[config.mk]
export PLATFORM = sky130hd
export DESIGN_NAME = xlat_cache
export DESIGN_NICKNAME = d
export VERILOG_FILES = /design/src/rtl/xlat_pkg.sv /design/src/rtl/xlat_match.sv /design/src/rtl/xlat_victim.sv /design/src/rtl/xlat_cache.sv
export SDC_FILE = /design/constraint.sdc
export NUM_CORES = 2
export LEC_CHECK = 0
export BUFFER_PORTS_ARGS = -buffer_cell sky130_fd_sc_hd__buf_4
export CORE_ASPECT_RATIO = 2
export CORE_MARGIN = 2
export CORE_UTILIZATION = 50
export CTS_CLUSTER_DIAMETER = 40
export DETAILED_ROUTE_END_ITERATION = 12
export MAX_ROUTING_LAYER = met4
export PLACE_DENSITY = 0.67
export REMOVE_ABC_BUFFERS = 1
export SETUP_SLACK_MARGIN = 0.2
export SKIP_LAST_GASP = 1
export SLEW_MARGIN = 20
export SYNTH_ARGS = -nofsm -noshare
export SYNTH_HDL_FRONTEND = slang
export SYNTH_SLANG_ARGS = --single-unit
[constraint.sdc]
create_clock -name clk -period 7.2 [get_ports clk]
set_clock_uncertainty 0.05 [all_clocks]
set_input_delay 0 -clock clk [delete_from_list [all_inputs] [get_ports clk]]
set_output_delay 0 -clock clk [all_outputs]
set_load 0.1 [all_outputs]
[src/rtl/xlat_pkg.sv]
package xlat_pkg;
  localparam int NUM_ENT = 16;
  localparam int VPN_W   = 20;
  localparam int PID_W   = 8;
  localparam int PPN_W   = 18;
  localparam int OFS_W   = 12;
  localparam int LFSR_W  = 8;
  localparam int IDX_W   = $clog2(NUM_ENT);
  localparam int VA_W    = VPN_W + OFS_W;
  localparam int PA_W    = PPN_W + OFS_W;

  typedef struct packed {
    logic [VPN_W-1:0] vpn;
    logic [PID_W-1:0] pid;
    logic [PPN_W-1:0] ppn;
    logic             wr;
  } xlat_ent_t;

  function automatic logic [PA_W-1:0] join_pa(input logic [PPN_W-1:0] ppn,
                                               input logic [OFS_W-1:0] ofs);
    return {ppn, ofs};
  endfunction

  function automatic logic [LFSR_W-1:0] lfsr_step(input logic [LFSR_W-1:0] s);
    return {s[LFSR_W-2:0], s[7] ^ s[5] ^ s[4] ^ s[3]};
  endfunction
endpackage

[src/rtl/xlat_match.sv]
module xlat_match
  import xlat_pkg::*;
#(
  parameter int N  = NUM_ENT,
  parameter int IW = IDX_W
) (
  input  xlat_ent_t         ent_i   [N],
  input  logic [N-1:0]      valid_i,
  input  logic [VPN_W-1:0]  key_vpn,
  input  logic [PID_W-1:0]  key_pid,
  output logic [N-1:0]      hit_vec,
  output logic              hit,
  output logic [IW-1:0]     idx
);
  for (genvar g = 0; g < N; g++) begin : g_cmp
    assign hit_vec[g] = valid_i[g] && (ent_i[g].vpn == key_vpn) && (ent_i[g].pid == key_pid);
  end

  assign hit = |hit_vec;

  always_comb begin
    idx = '0;
    for (int i = N - 1; i >= 0; i--) begin
      if (hit_vec[i]) idx = IW'(i);
    end
  end
endmodule

[src/rtl/xlat_victim.sv]
module xlat_victim
  import xlat_pkg::*;
#(
  parameter int N  = NUM_ENT,
  parameter int IW = IDX_W
) (
  input  logic          clk,
  input  logic          rst_n,
  input  logic [N-1:0]  valid_i,
  input  logic          same_hit,
  input  logic [IW-1:0] same_idx,
  output logic [IW-1:0] slot_o
);
  logic [LFSR_W-1:0] lfsr_q;
  logic              any_free;
  logic [IW-1:0]     free_idx;

  always_ff @(posedge clk) begin
    if (!rst_n) lfsr_q <= LFSR_W'(1);
    else        lfsr_q <= lfsr_step(lfsr_q);
  end

  always_comb begin
    free_idx = '0;
    for (int i = N - 1; i >= 0; i--) begin
      if (!valid_i[i]) free_idx = IW'(i);
    end
  end

  assign any_free = ~&valid_i;

  always_comb begin
    if (same_hit)      slot_o = same_idx;
    else if (any_free) slot_o = free_idx;
    else               slot_o = lfsr_q[IW-1:0];
  end

  assert_free_first_R8: assert property (@(posedge clk) disable iff (!rst_n)
    (!same_hit && any_free) |-> !valid_i[slot_o]);
  assert_lfsr_alive_R8: assert property (@(posedge clk) disable iff (!rst_n)
    lfsr_q != '0);
endmodule

[src/rtl/xlat_cache.sv]
module xlat_cache
  import xlat_pkg::*;
(
  input  logic               clk,
  input  logic               rst_n,
  input  logic               lk_valid,
  input  logic [VA_W-1:0]    lk_vaddr,
  input  logic [PID_W-1:0]   lk_pid,
  input  logic               lk_store,
  input  logic               lk_user,
  output logic               lk_hit,
  output logic [PA_W-1:0]    lk_paddr,
  output logic               exc_miss,
  output logic               exc_prot,
  input  logic               fill_en,
  input  logic [VPN_W-1:0]   fill_vpn,
  input  logic [PID_W-1:0]   fill_pid,
  input  logic [PPN_W-1:0]   fill_ppn,
  input  logic               fill_wr,
  input  logic               flush_all,
  input  logic               flush_pid_en,
  input  logic [PID_W-1:0]   flush_pid,
  input  logic               ref_clr,
  output logic [NUM_ENT-1:0] ref_bits,
  output logic [NUM_ENT-1:0] dirty_bits
);
  xlat_ent_t          ent_q   [NUM_ENT];
  logic [NUM_ENT-1:0] valid_q, refd_q, dirty_q;

  logic [NUM_ENT-1:0] lk_vec, fl_vec;
  logic               lk_match, fl_match;
  logic [IDX_W-1:0]   lk_idx, fl_idx, fill_slot;
  logic               wr_denied, dirty_set, fill_take;

  xlat_match u_lk_match (
    .ent_i(ent_q), .valid_i(valid_q),
    .key_vpn(lk_vaddr[VA_W-1:OFS_W]), .key_pid(lk_pid),
    .hit_vec(lk_vec), .hit(lk_match), .idx(lk_idx)
  );

  xlat_match u_fill_match (
    .ent_i(ent_q), .valid_i(valid_q),
    .key_vpn(fill_vpn), .key_pid(fill_pid),
    .hit_vec(fl_vec), .hit(fl_match), .idx(fl_idx)
  );

  xlat_victim u_victim (
    .clk(clk), .rst_n(rst_n), .valid_i(valid_q),
    .same_hit(fl_match), .same_idx(fl_idx), .slot_o(fill_slot)
  );

  // Lookup path: one cycle, no stored state on the way out.
  assign lk_hit    = lk_valid && lk_match;
  assign wr_denied = lk_store && lk_user && !ent_q[lk_idx].wr;
  assign exc_miss  = lk_valid && !lk_match;
  assign exc_prot  = lk_hit && wr_denied;
  assign dirty_set = lk_hit && lk_store && !wr_denied;
  assign lk_paddr  = lk_hit ? join_pa(ent_q[lk_idx].ppn, lk_vaddr[OFS_W-1:0]) : '0;
  assign fill_take = fill_en && !flush_all;

  assign ref_bits   = refd_q;
  assign dirty_bits = dirty_q;

  always_ff @(posedge clk) begin
    if (!rst_n) begin
      valid_q <= '0;
      refd_q  <= '0;
      dirty_q <= '0;
      for (int i = 0; i < NUM_ENT; i++) ent_q[i] <= '0;
    end else begin
      for (int i = 0; i < NUM_ENT; i++) begin
        if (flush_all)
          valid_q[i] <= 1'b0;
        else if (flush_pid_en && ent_q[i].pid == flush_pid)
          valid_q[i] <= 1'b0;
      end
      if (ref_clr)   refd_q <= '0;
      if (lk_hit)    refd_q[lk_idx] <= 1'b1;
      if (dirty_set) dirty_q[lk_idx] <= 1'b1;
      if (fill_take) begin
        ent_q[fill_slot]   <= '{vpn: fill_vpn, pid: fill_pid, ppn: fill_ppn, wr: fill_wr};
        valid_q[fill_slot] <= 1'b1;
        refd_q[fill_slot]  <= 1'b0;
        dirty_q[fill_slot] <= 1'b0;
      end
    end
  end

  assert_single_match_R1: assert property (@(posedge clk) disable iff (!rst_n)
    $onehot0(lk_vec));
  assert_miss_excl_R5: assert property (@(posedge clk) disable iff (!rst_n)
    !(exc_miss && (lk_hit || exc_prot)));
  assert_ref_set_R3: assert property (@(posedge clk) disable iff (!rst_n)
    (lk_hit && !fill_en) |=> ref_bits[$past(lk_idx)]);
  assert_prot_clean_R6: assert property (@(posedge clk) disable iff (!rst_n)
    (exc_prot && !fill_en) |=> $stable(dirty_bits));
  assert_flush_all_R10: assert property (@(posedge clk) disable iff (!rst_n)
    flush_all |=> valid_q == '0);
  assert_miss_paddr_R5: assert property (@(posedge clk) disable iff (!rst_n)
    exc_miss |-> lk_paddr == '0);
endmodule

# [Word level (Yosys, flattened, before mapping)]
# Cells that the tools add are included.
[word_totals] input_bits=104 latch_bits=0 output_inout_bits=65 romBits=0 register_bits=808 elab_cells=382 ram_bits=0 mem_count=0
[op_classes] order_cmp=7 n_mul=0 n_bitwise=11 div=0 n_mux=118 n_addsub=0 n_reduce_logical=98 n_shift=0 n_eq_ne=80
[op_table] op="bitwise mux 752 bit" n=1
[op_table] op="equality test 20 bit" n=32
[op_table] op="equality test 8 bit" n=48
[op_table] op="two-way mux 4 bit" n=50
[op_table] op="binary-select mux 47 bit (select 4 bit)" n=1
[op_table] op="demux 47 bit (select 4 bit)" n=1
[op_table] op="two-way mux 16 bit" n=9
[op_table] op="logical AND 1 bit" n=91
[op_table] op="two-way mux 1 bit" n=50
[op_table] op="bitwise OR 16 bit" n=3
[op_table] op="two-way mux 47 bit" n=1
[op_table] op="two-way mux 19 bit" n=2
[op_table] op="AND 16 bit" n=2
[op_table] op="OR reduction 16 bit" n=2
[op_table] op="two-way mux 30 bit" n=1
[op_table] op="NOT 16 bit" n=1
[op_table] op="AND reduction 16 bit" n=1
[op_table] op="greater-or-equal comparator 5 bit (second input constant)" n=2
[op_table] op="< comparator 4 x 5 -> 1 bit (second input constant)" n=2
[op_table] op="NOT 4 -> 5 bit" n=2
[op_table] op="demux 1 bit (select 4 bit)" n=2
[op_table] op="greater-or-equal comparator 4 x 1 -> 1 bit (second input constant)" n=2
[op_table] op="< comparator 5 x 1 -> 1 bit (second input constant)" n=1
[op_table] op="logical NOT 1 bit" n=4
[op_table] op="bitwise XOR 1 bit" n=3

# [Longest topological paths before layout]
[depth] depth_word=31 depth_mapped=18 depth_no_buf=12

# [Hierarchy]
# From an unflattened synthesis, not the netlist that was laid out.
[unflattened] hier_cells=5425 hier_area_um2=45311.0
[by_module_without_submodules] module="xlat_cache" seq_area_each_um2=16015.4 cells_per_inst=3967 instances=1 area_each_um2=33791.2
[by_module_without_submodules] module="xlat_match" seq_area_each_um2=0.0 cells_per_inst=699 instances=2 area_each_um2=5511.5
[by_module_without_submodules] module="xlat_victim" seq_area_each_um2=160.2 cells_per_inst=60 instances=1 area_each_um2=496.7

# [Worst setup path after synthesis]
# OpenSTA, ideal clock, no wires.
[synth_timing] path_kind="register to output" start="register ent_q[490] (netlist bit)" end="output port exc_prot" t_required_ps=7150 path_buffers=3 stages_incl_launch_ff=16 arrival_time_ps=5267 setup_slack_ps=1883 cell_sequence="dfxtp_1 -> clkbuf_1 -> xor2_1 -> or4_1 -> or4_1 -> or2_2 -> nand4_1 -> o221ai_2 -> buf_6 -> and4_1 -> a41oi_2 -> nand3_2 -> a211oi_4 -> buf_6 -> nand2_1 -> nor3_1"
[synth_between] elab_chain_len=15 word_cells_on_any_way=17 classes_between="eq/ne: 1; mux: 9; bitwise: 1; reduce/logical: 6"
[synth_lines] element="start: declaration" line_no="xlat_cache.sv:27" source="xlat_ent_t ent_q [NUM_ENT];"
[synth_lines] element="start signal: indexed assignment" line_no="xlat_cache.sv:81" source="ent_q[fill_slot] <= '{vpn: fill_vpn, pid: fill_pid, ppn: fill_ppn, wr: fill_wr};"
[synth_lines] element="equality test 8 bit (*)" line_no="xlat_match.sv:16" source="assign hit_vec[g] = valid_i[g] && (ent_i[g].vpn == key_vpn) && (ent_i[g].pid == key_pid);"
[synth_lines] element="logical AND 1 bit (*)" line_no="xlat_match.sv:16"
[synth_lines] element="two-way mux 4 bit (6 in series)" line_no="xlat_match.sv:24" source="if (hit_vec[i]) idx = IW'(i);"
[synth_lines] element="NOT 4 -> 5 bit (not written as such)" line_no="xlat_cache.sv:54" source="assign wr_denied = lk_store && lk_user && !ent_q[lk_idx].wr;"
[synth_lines] element="binary-select mux 47 bit (select 4 bit)" line_no="xlat_cache.sv:54"
[synth_lines] element="two-way mux 19 bit (2 in series)"
[synth_lines] element="logical NOT 1 bit" line_no="xlat_cache.sv:54"
[synth_lines] element="logical AND 1 bit" line_no="xlat_cache.sv:54"
[synth_lines] element="logical AND 1 bit (*)" line_no="xlat_cache.sv:56" source="assign exc_prot = lk_hit && wr_denied;"
[synth_lines] element="end: declaration" line_no="xlat_cache.sv:14" source="output logic exc_prot,"
# Every way passes the cells marked *; elsewhere a longest branch is shown, timed or not. The select of a mux whose other input is x is not followed.

# [Worst setup path in the final report]
[layout_timing] start="register ent_q[128] (netlist bit)" end="output port exc_prot"
[layout_between] elab_chain_len=24 word_cells_on_any_way=26 classes_between="eq/ne: 1; mux: 17; bitwise: 1; reduce/logical: 7"
[layout_lines] element="equality test 20 bit (*)" line_no="xlat_match.sv:16"
[layout_lines] element="logical AND 1 bit (*) (2 in series)" line_no="xlat_match.sv:16"
[layout_lines] element="two-way mux 4 bit (14 in series)" line_no="xlat_match.sv:24"
[layout_lines] element="NOT 4 -> 5 bit (not written as such)" line_no="xlat_cache.sv:54"
[layout_lines] element="binary-select mux 47 bit (select 4 bit)" line_no="xlat_cache.sv:54"
[layout_lines] element="two-way mux 19 bit (2 in series)"
[layout_lines] element="logical NOT 1 bit" line_no="xlat_cache.sv:54"
[layout_lines] element="logical AND 1 bit" line_no="xlat_cache.sv:54"
[layout_lines] element="logical AND 1 bit (*)" line_no="xlat_cache.sv:56"
# Marks and branches as above.

==> impl_metrics.tcl <==
set metrics [dict create \
    post-dp-hpwl_mm 116 \
    ios 169 \
    fmax_ghz 0.164 \
    tightest_slew_ps 1220 \
    ys_warn_count 0 \
    critPathMaxStageDelay_ps 730 \
    min_path_cells 6 \
    numCtsBuffers 89 \
    rsz0062_at_grt "false" \
    clk_latency_ps 740 \
    cts.sinks 808 \
    crit_cells 14 \
    cts_max_level 3 \
    fin_crit_ps 6080 \
    start_kind "register" \
    status "finished with violations" \
    path_class "register to output pin" \
    critPathTopFamily "compound AO/OA/AOI/OAI gates" \
    groute.usage.overall 0.376 \
    critical_path_buf_inv_count 2 \
    finalSetupTns_ps 0 \
    portBuffers 168 \
    fill_cells 8557 \
    ys_ff_latch 808 \
    rr_worst_depth 13 \
    drive_gt1_frac 0.0953 \
    seqPwrFrac 0.431 \
    p_sw_w 0.00289 \
    mostFrequentLayoutCell "dfxtp_1" \
    die_area_um2 97200 \
    synth_edf_count 0 \
    layout_setup_ws_ps 1120 \
    root_buffer "clkbuf_16" \
    cp.arrival_ps 6030 \
    grt_max_degree 244 \
    yosysSeqAreaShare 0.342 \
    final_nets 5149 \
    finalSetupViolCount 0 \
    ant_nets 0 \
    ys.flop_type "dfxtp_1" \
    clkPwrFrac 0.469 \
    start_util 0.503 \
    die_h_um 439 \
    cts.path.max_buffers 3 \
    finalHoldViolations 0 \
    first_global_vias 38100 \
    slew_headroom 0.179 \
    area_growth_pct 11.4 \
    worst_path_max_delay_cell "a21boi_1" \
    synth.area.top_cells "dfxtp_1 (34%), mux2i_1 (17%), xnor2_1 (12%)" \
    vias 37900 \
    drtIter0Drc 2994 \
    wl_per_cell_um 28.7 \
    row_count 159 \
    synthesis.area_um2 47300 \
    die_width_um 221 \
    cts_tree "built" \
    maxCapViolCount 0 \
    syn_inst 5089 \
    yosysUniqueCellTypes 74 \
    clk_pin_slew_ps 70 \
    antenna_found_initial 2 \
    pwr-share-comb 0.099 \
    cp-end-kind "output pin" \
    cellLeakagePower_nw 21.0 \
    ir_drop_v 0.000222 \
    sw_frac_of_total 0.276 \
    async_reset_ff_frac 0 \
    placedCellCount 6097 \
    final_cell_mix "dfxtp_1 (808), mux2i_1 (788), nor2b_1 (714)" \
    yosys.area.top_type "dfxtp_1" \
    min_period_over_period 0.845 \
    maxSlewViolCount 0 \
    critPathRequiredTime_ps 7150 \
    violations "design-rule violations" \
    drt-total-wl_mm 182 \
    grt_overflow 0 \
    routabilityCongestion 0.988 \
    power.internal_w 0.00756 \
    core_um2 93900 \
    power_w 0.0105 \
    p_per_area_nw_per_um2 199 \
    grt_pass1_wl_mm 259 \
    yosysTopAreaCellShare 0.342 \
    cp_max_fo 14 \
    cp_cell_sequence "xnor2_1 -> nand4_1 -> nor4_1 -> nand4_1 -> a21boi_1 -> o21ai_1 -> a41o_1 -> a21oi_2 -> mux2_2 -> a222oi_1 -> buf_4 -> nand2_1 -> nor3_1 -> buf_4" \
    place_ws_ps 2170 \
    syn_area_per_cell_um2 9.29 \
    viasPerCell 5.99 \
    hp-class "primary input to register" \
    instances_no_fill 6329 \
    first_pass_iters 10 \
    drc 6 \
]
[cell usage after synthesis (5+ instances only)]
library cell / number
o211ai_1: 7
a311oi_1: 10
a211o_1: 10
a21oi_1: 81
a22oi_1: 8
a21boi_0: 62
nand2b_1: 19
buf_2: 165
clkbuf_1: 248
xor2_1: 355
nor3b_1: 7
a221o_1: 11
or2_2: 6
inv_1: 32
nand4_1: 252
o211a_1: 5
o221ai_1: 5
dfxtp_1: 808
mux2_2: 54
nor4_1: 140
nor3_1: 34
or4_1: 15
buf_1: 14
o22ai_1: 19
and3_1: 11
nand3_1: 57
mux2i_1: 788
o21ai_0: 14
nand2_1: 219
and2_1: 32
xnor2_1: 673
nor2_1: 108
and4_1: 9
a211oi_1: 7
nor2b_1: 714
nand3b_1: 9
o21a_1: 12
[per-stage QoR]
stage	util	cell area [µm²]	hold WS, ps
5_1_grt	0.561	52700	95.3
2_1_floorplan	-	45400	11.9
3_5_place_dp	0.520	48900	315
3_3_place_gp	0.520	48900	310
4_1_cts	0.560	52600	8.35
6_report	0.561	52700	57.0
[power groups by stage]
stage	combinational [W]	sequential (W)	clock [W]
final	0.00104	0.00451	0.00491
after floorplan	0.000424	0.00460	0
after global routing	0.00107	0.00451	0.00512
after detailed placement	0.000981	0.00461	0
after global placement	0.000979	0.00461	0
after CTS	0.00101	0.00451	0.00495
[timing repair]
item | 4_1_cts | 5_1_grt
endpoints found under the hold margin | 705 | 0
hold buffers | 63 | 0
setup buffers | 0 | 0
gates resized for setup | 0 | 0
[flip-flops by register name, indices dropped and copies added (netlist names)]
name	flops
ent_q	752
dirty_bits	16
ref_bits	16
valid_q	16
u_victim.lfsr_q	8
[kinds of logic (layout without fill, tap and decap cells)]
family                    count (synthesis)  after routing  synth area share
AOI/OAI and AO/OA                       295            295            0.0445
DFF                                     808            808             0.342
other                                     0              2                 0
xor gates and xnor gates               1028           1028             0.190
muxes                                   842            842             0.180
buffers and inverters                   467            498            0.0424
and+or+nand+nor                        1649           1649             0.201
[worst min-delay path: cells and delay by family]
family          cells  cell delay [ps]
buf+inv             1              140
compound gates      2              240
simple gates        3              400
[layer usage]
metal | global-route usage | part of all wire | vias to the layer above
li1 | - | - | 17200
met1 | 0.377 | 0.35 | 18300
met2 | 0.631 | 0.48 | 1653
met3 | 0.0706 | 0.068 | 787
met4 | 0.328 | 0.10 | 0
met5 | - | 0 | -
[worst paths after layout]
| check | start | to | slack (ps) |
|---|---|---|---|
| setup / recovery | ent_q[128] | exc_prot | 1120 |
| hold / removal | fill_en | ent_q[469] | 60 |
| setup reg to reg | ent_q[442] | dirty_bits[6] | 1590 |
| hold reg to reg | u_victim.lfsr_q[6] | u_victim.lfsr_q[7] | 400 |
[cell type report]
| class | instances | area, µm² | area share |
|---|---|---|---|
| multi-input combinational | 3814 | 29200 | 0.555 |
| sequential | 808 | 16200 | 0.307 |
| timing repair buffer | 300 | 2470 | 0.0469 |
| clock buffer | 107 | 2390 | 0.0455 |
| tap | 1207 | 1510 | 0.0287 |
| clock inverter | 59 | 739 | 0.0140 |
| inverter | 32 | 121 | 0.00231 |
| antenna | 2 | 5.00 | 0.0000951 |
No activity file was read; power rests on OpenSTA's default activity.
